<file path="config.mk">
export PLATFORM = sky130hd
export DESIGN_NAME = mdiv_unit
export DESIGN_NICKNAME = d
export VERILOG_FILES = /design/src/rtl/mdiv_pkg.sv /design/src/rtl/mdiv_step.sv /design/src/rtl/mdiv_datapath.sv /design/src/rtl/mdiv_sequencer.sv /design/src/rtl/mdiv_unit.sv
export SDC_FILE = /design/constraint.sdc
export NUM_CORES = 1
export LEC_CHECK = 0
export BUFFER_PORTS_ARGS = -buffer_cell sky130_fd_sc_hd__buf_2
export CAP_MARGIN = 0
export CELL_PAD_IN_SITES_DETAIL_PLACEMENT = 1
export CELL_PAD_IN_SITES_GLOBAL_PLACEMENT = 2
export CORE_ASPECT_RATIO = 0.7
export CORE_MARGIN = 8
export CORE_UTILIZATION = 35
export DETAILED_ROUTE_END_ITERATION = 7
export GPL_ROUTABILITY_DRIVEN = 0
export PLACE_DENSITY_LB_ADDON = 0.1
export RECOVER_POWER = 50
export SLEW_MARGIN = 10
export SYNTH_ARGS = -nofsm -noshare
export SYNTH_HDL_FRONTEND = slang
export SYNTH_SLANG_ARGS = --single-unit
</file>
<file path="constraint.sdc">
create_clock -name clk -period 7.7 [get_ports clk]
set_clock_uncertainty 0.15 [all_clocks]
set_input_delay 0.385 -clock clk [delete_from_list [all_inputs] [get_ports clk]]
set_output_delay 0.385 -clock clk [all_outputs]
set_load 0.05 [all_outputs]
</file>
<file path="src/rtl/mdiv_pkg.sv">
package mdiv_pkg;
  localparam int ADDR_W    = 3;
  localparam int MODE_BIT  = 7;
  localparam int START_BIT = 0;

  typedef enum logic [ADDR_W-1:0] {
    REG_CTRL = 3'd0,
    REG_A_LO = 3'd1,
    REG_A_HI = 3'd2,
    REG_B_LO = 3'd3,
    REG_B_HI = 3'd4,
    REG_C_LO = 3'd5,
    REG_C_HI = 3'd6
  } reg_sel_e;
endpackage

</file>
<file path="src/rtl/mdiv_step.sv">
module mdiv_step #(
  parameter int W = 32
) (
  input  logic [W-1:0] rem_in,
  input  logic [W-1:0] num_in,
  input  logic [W-1:0] den,
  output logic [W-1:0] rem_out,
  output logic [W-1:0] num_out
);
  logic [W:0]   trial;
  logic [W-1:0] diff;
  logic         fits;

  always_comb begin
    trial   = {rem_in, num_in[W-1]};
    fits    = (trial >= {1'b0, den});
    diff    = trial[W-1:0] - den;
    rem_out = fits ? diff : trial[W-1:0];
    num_out = {num_in[W-2:0], fits};
  end
endmodule

</file>
<file path="src/rtl/mdiv_datapath.sv">
module mdiv_datapath #(
  parameter int W    = 32,
  parameter int BITS = 2
) (
  input  logic [W-1:0] rem_in,
  input  logic [W-1:0] num_in,
  input  logic [W-1:0] den,
  output logic [W-1:0] rem_out,
  output logic [W-1:0] num_out
);
  logic [W-1:0] rem_c [BITS+1];
  logic [W-1:0] num_c [BITS+1];

  assign rem_c[0] = rem_in;
  assign num_c[0] = num_in;

  for (genvar s = 0; s < BITS; s++) begin : g_stage
    mdiv_step #(.W(W)) u_step (
      .rem_in (rem_c[s]),
      .num_in (num_c[s]),
      .den    (den),
      .rem_out(rem_c[s+1]),
      .num_out(num_c[s+1])
    );
  end

  assign rem_out = rem_c[BITS];
  assign num_out = num_c[BITS];
endmodule

</file>
<file path="src/rtl/mdiv_sequencer.sv">
module mdiv_sequencer #(
  parameter int ITER = 16
) (
  input  logic clk,
  input  logic rst,
  input  logic start,
  output logic busy,
  output logic irq
);
  localparam int CNT_W = (ITER > 1) ? $clog2(ITER) : 1;

  logic [CNT_W-1:0] step_q;
  logic             last;

  assign last = busy && (step_q == CNT_W'(ITER - 1));

  always_ff @(posedge clk) begin
    if (rst) begin
      busy   <= 1'b0;
      irq    <= 1'b0;
      step_q <= '0;
    end else begin
      irq <= last;
      if (start) begin
        busy   <= 1'b1;
        step_q <= '0;
      end else if (busy) begin
        step_q <= step_q + 1'b1;
        if (last) busy <= 1'b0;
      end
    end
  end

  // run-length counter used only by the checks below
  logic [CNT_W:0] run_cnt;
  always_ff @(posedge clk) begin
    if (rst)       run_cnt <= '0;
    else if (busy) run_cnt <= run_cnt + 1'b1;
    else           run_cnt <= '0;
  end

  assert_run_len_R3: assert property (@(posedge clk) disable iff (rst)
    irq |-> (run_cnt == (CNT_W+1)'(ITER)));

  assert_irq_pulse_R4: assert property (@(posedge clk) disable iff (rst)
    irq |=> !irq);

  assert_irq_at_clear_R4: assert property (@(posedge clk) disable iff (rst)
    irq |-> (!busy && $past(busy)));
endmodule

</file>
<file path="src/rtl/mdiv_unit.sv">
module mdiv_unit #(
  parameter int BUS_W      = 16,
  parameter int RADIX_BITS = 2
) (
  input  logic                       clk,
  input  logic                       rst,
  input  logic [mdiv_pkg::ADDR_W-1:0] bus_addr,
  input  logic                       bus_wr,
  input  logic [BUS_W-1:0]           bus_wdata,
  output logic [BUS_W-1:0]           bus_rdata,
  output logic                       irq
);
  import mdiv_pkg::*;

  localparam int DATA_W = 2 * BUS_W;
  localparam int ITER   = DATA_W / RADIX_BITS;

  initial begin
    if (DATA_W % RADIX_BITS != 0)
      $error("RADIX_BITS must divide the operand width");
  end

  logic [DATA_W-1:0] a_q, b_q, c_q;
  logic              mode_q;
  logic              busy;
  logic              start_req;
  logic [DATA_W-1:0] nxt_rem, nxt_num;

  assign start_req = bus_wr && !busy && (bus_addr == REG_CTRL)
                     && bus_wdata[MODE_BIT] && bus_wdata[START_BIT];

  mdiv_sequencer #(.ITER(ITER)) u_seq (
    .clk  (clk),
    .rst  (rst),
    .start(start_req),
    .busy (busy),
    .irq  (irq)
  );

  mdiv_datapath #(.W(DATA_W), .BITS(RADIX_BITS)) u_dp (
    .rem_in (c_q),
    .num_in (a_q),
    .den    (b_q),
    .rem_out(nxt_rem),
    .num_out(nxt_num)
  );

  always_ff @(posedge clk) begin
    if (rst) begin
      a_q    <= '0;
      b_q    <= '0;
      c_q    <= '0;
      mode_q <= 1'b0;
    end else if (busy) begin
      a_q <= nxt_num;
      c_q <= nxt_rem;
    end else if (bus_wr) begin
      case (bus_addr)
        REG_CTRL: begin
          mode_q <= bus_wdata[MODE_BIT];
          if (start_req) c_q <= '0;
        end
        REG_A_LO: a_q[BUS_W-1:0]      <= bus_wdata;
        REG_A_HI: a_q[DATA_W-1:BUS_W] <= bus_wdata;
        REG_B_LO: b_q[BUS_W-1:0]      <= bus_wdata;
        REG_B_HI: b_q[DATA_W-1:BUS_W] <= bus_wdata;
        default: ;
      endcase
    end
  end

  logic [BUS_W-1:0] ctrl_word;
  always_comb begin
    ctrl_word            = '0;
    ctrl_word[MODE_BIT]  = mode_q;
    ctrl_word[START_BIT] = busy;
  end

  always_ff @(posedge clk) begin
    if (rst) bus_rdata <= '0;
    else begin
      case (bus_addr)
        REG_CTRL: bus_rdata <= ctrl_word;
        REG_A_LO: bus_rdata <= a_q[BUS_W-1:0];
        REG_A_HI: bus_rdata <= a_q[DATA_W-1:BUS_W];
        REG_B_LO: bus_rdata <= b_q[BUS_W-1:0];
        REG_B_HI: bus_rdata <= b_q[DATA_W-1:BUS_W];
        REG_C_LO: bus_rdata <= c_q[BUS_W-1:0];
        REG_C_HI: bus_rdata <= c_q[DATA_W-1:BUS_W];
        default:  bus_rdata <= '0;
      endcase
    end
  end

  assert_reset_clear_R1: assert property (@(posedge clk)
    rst |=> (a_q == '0 && b_q == '0 && c_q == '0 && !mode_q && !irq && !busy));

  assert_b_held_R8: assert property (@(posedge clk) disable iff (rst)
    busy |=> $stable(b_q));

  assert_dbz_all_ones_R6: assert property (@(posedge clk) disable iff (rst)
    (irq && b_q == '0) |-> (&a_q));

  assert_rem_bound_R9: assert property (@(posedge clk) disable iff (rst)
    (irq && b_q != '0) |-> (c_q < b_q));
endmodule

</file>
=== Word level (Yosys, flattened, before mapping) ===
Index checks and enable logic that the tools add are counted.

* Mux-type cells: 14
* Magnitude comparators: 2
* Add/subtract/negate cells: 3
* Reduce and logical (&&, ||, !) cells: 19
* Eq/ne operators: 7
* $mul: 0
* Bitwise logic cells: 1
* Shifts and indexed selects: 0
* Div/mod/pow operators: 0

{| class="wikitable"
|+ Operator list
! cell !! number
|-
| $mux W32 || 8
|-
| $pmux W16 S7 || 1
|-
| $ge A33 B32 Y1 || 2
|-
| $sub A32 B32 Y32 || 2
|-
| $mux W16 || 2
|-
| $reduce_and A3 Y1 || 4
|-
| $reduce_bool A2 Y1 || 5
|-
| $eq A3 B3 Y1 const B || 3
|-
| $eq A3 B2 Y1 const B || 2
|-
| $logic_and A1 B1 Y1 || 5
|-
| $add A4 B1 Y4 const B || 1
|-
| $eq A4 B4 Y1 const B || 1
|-
| $reduce_and A2 Y1 || 2
|-
| $eq A3 B1 Y1 const B || 1
|-
| $logic_not A3 Y1 || 1
|-
| $mux W1 || 3
|-
| $reduce_or A2 Y1 || 1
|-
| $logic_not A1 Y1 || 1
|-
| $not A1 Y1 || 1
|}

* Input bits: 22
* Register bits: 119
* Latch bits: 0
* Memories: 0
* ROM bits: 0
* Bits in writable memories: 0

=== Depth between registers and ports, before layout ===
* Depth after elaboration: 9
* Depth in mapped cells: 26
* Mapped depth without buffers: 23

=== Modules after synthesis ===
A second synthesis with hierarchy kept.

* Cell total of the unflattened synthesis: 1308
* Area, all modules: 10767.8 um^2

{| class="wikitable"
|+ By module, submodules not included
! module !! times used !! cells an instance !! area an instance (um^2)
|-
| mdiv_unit || 1 || 578 || 5308.8
|-
| mdiv_step at u_dp.g_stage[0].u_step || 1 || 350 || 2611.3
|-
| mdiv_step at u_dp.g_stage[1].u_step || 1 || 355 || 2571.2
|-
| mdiv_sequencer || 1 || 25 || 276.5
|}

=== Least setup slack after synthesis ===
Ideal clock, no wire load.

* Kind: register -> register
* Start: register b_q[1]
* End: register c_q[10]
* Clock period less this slack: 5.513 ns
* Required time: 7.433 ns
* Arrival time: 5.247 ns
* Buffers on the path: 3
* Setup slack: 2.187 ns
* Stages on the path, launching flop included: 24
* Path through: dfxtp_1 > inv_1 > ha_1 > nor2b_1 > o2111ai_1 > a211oi_2 > nor3_4 > nor4_1 > or3_1 > buf_4 > buf_2 > buf_2 > a21oi_1 > ha_1 > a21oi_1 > nor2_1 > a211o_1 > a21o_1 > a21o_1 > or4b_1 > a31oi_2 > nand2_4 > mux2_1 > a22o_1

* Word-level cells in the longest chain between the ends: 5
* Elaborated cells between the ends (all ways): 7
* Those cells by class: add/sub: 2; order compare: 2; mux: 3

{| class="wikitable"
|+ RTL lines
! what !! RTL line !! text
|-
| start, declared || mdiv_unit.sv:23 || <nowiki>logic [DATA_W-1:0] a_q, b_q, c_q;</nowiki>
|-
| start signal, assigned by index || mdiv_unit.sv:65 || <nowiki>REG_B_LO: b_q[BUS_W-1:0] <= bus_wdata;</nowiki>
|-
| start signal, assigned by index || mdiv_unit.sv:66 || <nowiki>REG_B_HI: b_q[DATA_W-1:BUS_W] <= bus_wdata;</nowiki>
|-
| $sub A32 B32 Y32 / $ge A33 B32 Y1 (equally long branches) || mdiv_step.sv:17, mdiv_step.sv:16 ||
|-
| $mux W32 || mdiv_step.sv:18 || <nowiki>rem_out = fits ? diff : trial[W-1:0];</nowiki>
|-
| $sub A32 B32 Y32 / $ge A33 B32 Y1 (equally long branches) || mdiv_step.sv:17, mdiv_step.sv:16 ||
|-
| $mux W32 (*) || mdiv_step.sv:18 ||
|-
| $mux W32 (*) || mdiv_unit.sv:54 || <nowiki>end else if (busy) begin</nowiki>
|-
| end signal, assigned || mdiv_unit.sv:56 || <nowiki>c_q <= nxt_rem;</nowiki>
|-
| end, declared || mdiv_unit.sv:23 ||
|}

Every way passes the cells marked *; elsewhere a longest branch is shown, timed or not.
A chain may end at the register's enable or synchronous reset.

=== Worst setup path in the final report ===
* Start: register b_q[18]
* End: register c_q[10]

* Word-level cells in the longest chain between the ends: 5
* Elaborated cells between the ends (all ways): 7
* Those cells by class: add/sub: 2; order compare: 2; mux: 3

{| class="wikitable"
|+ RTL lines
! what !! RTL line
|-
| $ge A33 B32 Y1 / $sub A32 B32 Y32 (equally long branches) || mdiv_step.sv:16, mdiv_step.sv:17
|-
| $mux W32 || mdiv_step.sv:18
|-
| $sub A32 B32 Y32 / $ge A33 B32 Y1 (equally long branches) || mdiv_step.sv:17, mdiv_step.sv:16
|-
| $mux W32 (*) || mdiv_step.sv:18
|-
| $mux W32 (*) || mdiv_unit.sv:54
|}

Marks and branches as above.

==> impl_metrics.xml <==
<?xml version="1.0" encoding="UTF-8"?>
<metrics>
  <group name="synth">
    <metric name="synth.net_count" unit="">1286</metric>
    <metric name="post_synth_inst_count" unit="">1197</metric>
    <metric name="synth.area.top_cells" unit="">dfxtp_1, ha_1, a21oi_1</metric>
    <metric name="yosys_warnings" unit="">0</metric>
    <metric name="synth_top_area_share" unit="%">26.1</metric>
    <metric name="synth-main-ff-cell" unit="">dfxtp_1</metric>
    <metric name="postSynthRegisterBits" unit="">119</metric>
    <metric name="asyncSetResetFlopFracSynth" unit="%">0</metric>
    <metric name="synth.yosys.seq_area_share" unit="%">26.1</metric>
    <metric name="yosys.area.top_type" unit="">dfxtp_1</metric>
    <metric name="postSynthAreaPerCell" unit="um^2">7.62</metric>
    <metric name="synth-edff-count" unit="">0</metric>
    <metric name="netlist_area" unit="um^2">9120</metric>
    <metric name="post_synth_num_cell_types" unit="">72</metric>
  </group>
  <group name="timing">
    <metric name="slew_headroom" unit="%">-79.8</metric>
    <metric name="post-route-min-period" unit="ps">6810</metric>
    <metric name="final_min_period_over_clock_period" unit="%">88.5</metric>
    <metric name="worst_slew_pin_slew" unit="ps">2700</metric>
    <metric name="rsz0062_at_grt" unit="">false</metric>
    <metric name="highest_attainable_clock_frequency" unit="GHz">0.147</metric>
    <metric name="hold_ws" unit="ps">86.5</metric>
    <metric name="hold_viol_final" unit="">0</metric>
    <metric name="finalSetupTns" unit="ps">0</metric>
    <metric name="report.final.setup_viol" unit="">0</metric>
    <metric name="final-max-slew-violation-count" unit="">115</metric>
  </group>
  <group name="route">
    <metric name="routedWlPerCell" unit="um">23.9</metric>
    <metric name="wl" unit="um">37200</metric>
    <metric name="routed_via_density" unit="">5.83</metric>
    <metric name="route.vias.total" unit="">9053</metric>
    <metric name="drc_errors" unit="">0</metric>
    <metric name="drt_iter0_drc" unit="">685</metric>
    <metric name="final_antenna_net_count" unit="">0</metric>
    <metric name="drtPass1Iterations" unit="">5</metric>
  </group>
  <group name="clock_tree">
    <metric name="cts_made_buffers" unit="">17</metric>
    <metric name="cts-resized-gates" unit="">0</metric>
    <metric name="clock_transition_at_the_registers_of_the_reported_paths" unit="ps">60</metric>
    <metric name="cts_hold_buf" unit="">0</metric>
    <metric name="htree_num_levels" unit="">4</metric>
    <metric name="clk_latency" unit="ps">430</metric>
    <metric name="clock_sink_count" unit="">119</metric>
    <metric name="cts_root_cell" unit="">clkbuf_16</metric>
    <metric name="post_cts_buffers" unit="">0</metric>
    <metric name="cts_tree" unit="">built</metric>
    <metric name="clock_tree.buffer_depth" unit="">2</metric>
  </group>
  <group name="critical_path">
    <metric name="timing_worst_setup_path_type" unit="">flip-flop to flip-flop</metric>
    <metric name="end_kind" unit="">flip-flop</metric>
    <metric name="worstPathBufferInverterCount" unit="">3</metric>
    <metric name="cp_data_arrival_time" unit="ps">6990</metric>
    <metric name="highest_net_fanout_along_the_worst_path" unit="">19</metric>
    <metric name="r2r_slack" unit="ps">890</metric>
    <metric name="cp.required" unit="ps">7870</metric>
    <metric name="start_kind" unit="">flip-flop</metric>
    <metric name="timing.critical_path.cells" unit="">inv_1 -&gt; ha_1 -&gt; a211oi_2 -&gt; o21ai_1 -&gt; a31oi_1 -&gt; a21oi_1 -&gt; a41o_1 -&gt; or3_2 -&gt; buf_12 -&gt; mux2_1 -&gt; ha_1 -&gt; nand3_1 -&gt; o21bai_1 -&gt; a21oi_1 -&gt; o211ai_1 -&gt; nand2_1 -&gt; or4b_1 -&gt; a31oi_2 -&gt; nand2_4 -&gt; buf_4 -&gt; mux2_1 -&gt; a22o_1</metric>
    <metric name="worst_path_largest_cell_delay" unit="ps">610</metric>
    <metric name="timing.critical_path.max_delay_family" unit="">compound AO/OA/AOI/OAI gates</metric>
    <metric name="slowest_stage_cell_on_the_critical_path" unit="">or3_2</metric>
  </group>
  <group name="die">
    <metric name="floorplan.die.height" unit="um">151</metric>
    <metric name="die_area" unit="um^2">31600</metric>
    <metric name="dieWidth" unit="um">209</metric>
    <metric name="floorplan.initialDensity" unit="%">35.6</metric>
    <metric name="io_pins" unit="">39</metric>
    <metric name="num_rows" unit="">49</metric>
    <metric name="design.core.area" unit="um^2">25600</metric>
  </group>
  <group name="layout">
    <metric name="final_layout_size_suffix_gt1_share" unit="%">7.77</metric>
    <metric name="area_growth" unit="%">11.2</metric>
    <metric name="num_antenna_cells" unit="">0</metric>
    <metric name="layout.nets" unit="">1299</metric>
    <metric name="layout.core_utilization" unit="%">39.6</metric>
    <metric name="n_fill_cell" unit="">3130</metric>
  </group>
  <group name="min_path">
    <metric name="holdCritPathClass" unit="">input port to flip-flop</metric>
  </group>
  <group name="global_route">
    <metric name="pin_count_of_the_biggest_net_entering_global_routing" unit="">66</metric>
    <metric name="gr-usage-all-layers" unit="%">23.6</metric>
    <metric name="grt-ovfl-total" unit="">0</metric>
    <metric name="antenna_found_initial" unit="">0</metric>
    <metric name="grt_first_pass_wirelength" unit="um">57000</metric>
    <metric name="vias_in_the_first_global_route" unit="">8944</metric>
  </group>
  <group name="placement">
    <metric name="hpwl" unit="um">29100</metric>
    <metric name="numPortBuffers" unit="">38</metric>
  </group>
  <group name="flow_run">
    <metric name="maxCapViolCount" unit="">3</metric>
  </group>
  <group name="status">
    <metric name="result_of_the_run" unit="">finished, violations left</metric>
    <metric name="violated_checks" unit="">capacitance limit, slew limit</metric>
  </group>
</metrics>
-- kinds of logic (layout without fill, tap and decap cells) --
family	count (synthesis)	in the layout	share of synthesized area (%)
AO/OA/AOI/OAI	368	368	25.1
adder cells (fa/ha/maj)	67	67	9.35
flip-flops	119	119	26.1
buffers and inverters	119	145	5.24
XOR/XNOR	57	57	5.47
multiplexers	91	91	10.5
AND/OR/NAND/NOR	376	376	18.2
-- worst paths after layout --
| check | startpoint | to | depth (start not counted) |
|---|---|---|---|
| max | b_q[18]$_SDFFE_PP0P_ | c_q[10]$_SDFFE_PP0P_ | 22 |
| min | bus_wdata[5] | b_q[5]$_SDFFE_PP0P_ | 3 |
| min reg2reg | b_q[31]$_SDFFE_PP0P_ | b_q[31]$_SDFFE_PP0P_ | 2 |
| max reg2reg | b_q[18]$_SDFFE_PP0P_ | c_q[10]$_SDFFE_PP0P_ | 22 |
-- worst register-to-register path: stages, from the launching register on --
cell and delay (ps):
dfxtp_1 440, inv_1 170, ha_1 420, a211oi_2 350, o21ai_1 130, a31oi_1 260, a21oi_1 120, a41o_1 240
or3_2 610, buf_12 240, mux2_1 370, ha_1 350, nand3_1 170, o21bai_1 190, a21oi_1 230, o211ai_1 340
nand2_1 90, or4b_1 500, a31oi_2 380, nand2_4 240, buf_4 240, mux2_1 310, a22o_1 170
-- cell usage after synthesis, drive strengths merged (4+ instances only) --
cell,instances
o2111ai,4
a221oi,20
dfxtp,119
or3,4
nand3,26
mux2,15
and3,6
buf,17
inv,58
o21a,6
or2,4
nor3,6
nand2b,9
a22oi,6
nor4,4
a31oi,6
a211oi,18
o31ai,9
clkbuf,44
nand2,135
o21bai,5
and2,6
mux2i,75
a211o,6
xnor2,39
a21o,24
ha,65
o21ai,70
a31o,4
nor2,142
nor2b,15
nand4,10
xor2,18
a21oi,159
-- per-layer routing --
metal  track usage [%]  up-vias  share of wire, %
met4              3.83        0              0.80
met3              3.37       23               5.0
met2              34.6      206                41
met1              36.2     4512                54
li1                  -     4312                 -
met5                 0        -                 0
-- cells in the final DEF (no fill, tap or decap), types with 4 or more instances in the layout --
cell / count
ha_1: 65
a211oi_1: 16
inv_1: 58
nor3_1: 5
buf_4: 14
nand2b_1: 9
o21ai_1: 30
a21oi_1: 159
a211o_1: 6
mux2i_1: 74
nor2_1: 141
nor4_1: 4
a31oi_1: 4
inv_6: 7
a22oi_1: 6
o21ai_0: 40
o31ai_1: 9
o21bai_1: 5
nand2_1: 134
nand3_1: 26
xnor2_1: 39
dfxtp_1: 119
mux2_2: 13
a221oi_1: 20
and3_1: 6
nor2b_1: 15
buf_2: 20
xor2_1: 18
clkbuf_16: 17
a21o_1: 24
or2_2: 4
and2_1: 5
o21a_1: 6
nand4_1: 10
clkbuf_1: 21
o2111ai_1: 4
-- metrics by stage --
stage,instances,area [um^2],setup WS (ps)
finish,1554,10100,887
global route,1554,10100,521
CTS,1554,10200,986
detailed placement,1522,9610,1010
global placement,1522,9610,980
floorplan,1197,9120,2190
-- final cells by class --
type	count	area (um^2)	area share [%]
flip-flops and latches	119	2380	23.5
inverters	58	218	2.15
well taps	331	414	4.08
multi-input cells	959	6270	61.8
clock buffers	18	429	4.23
clock inverters	14	136	1.34
repair buffers	55	300	2.96
-- registers in the layout, summed over array words and instances (netlist names) --
name,count
u_seq.irq,1
c_q,32
a_q,32
u_seq.busy,1
bus_rdata,16
b_q,32
u_seq.step_q,4
mode_q,1
Power is not shown: default switching activity piles up to over one toggle a cycle in this logic, so the estimate is an artifact.
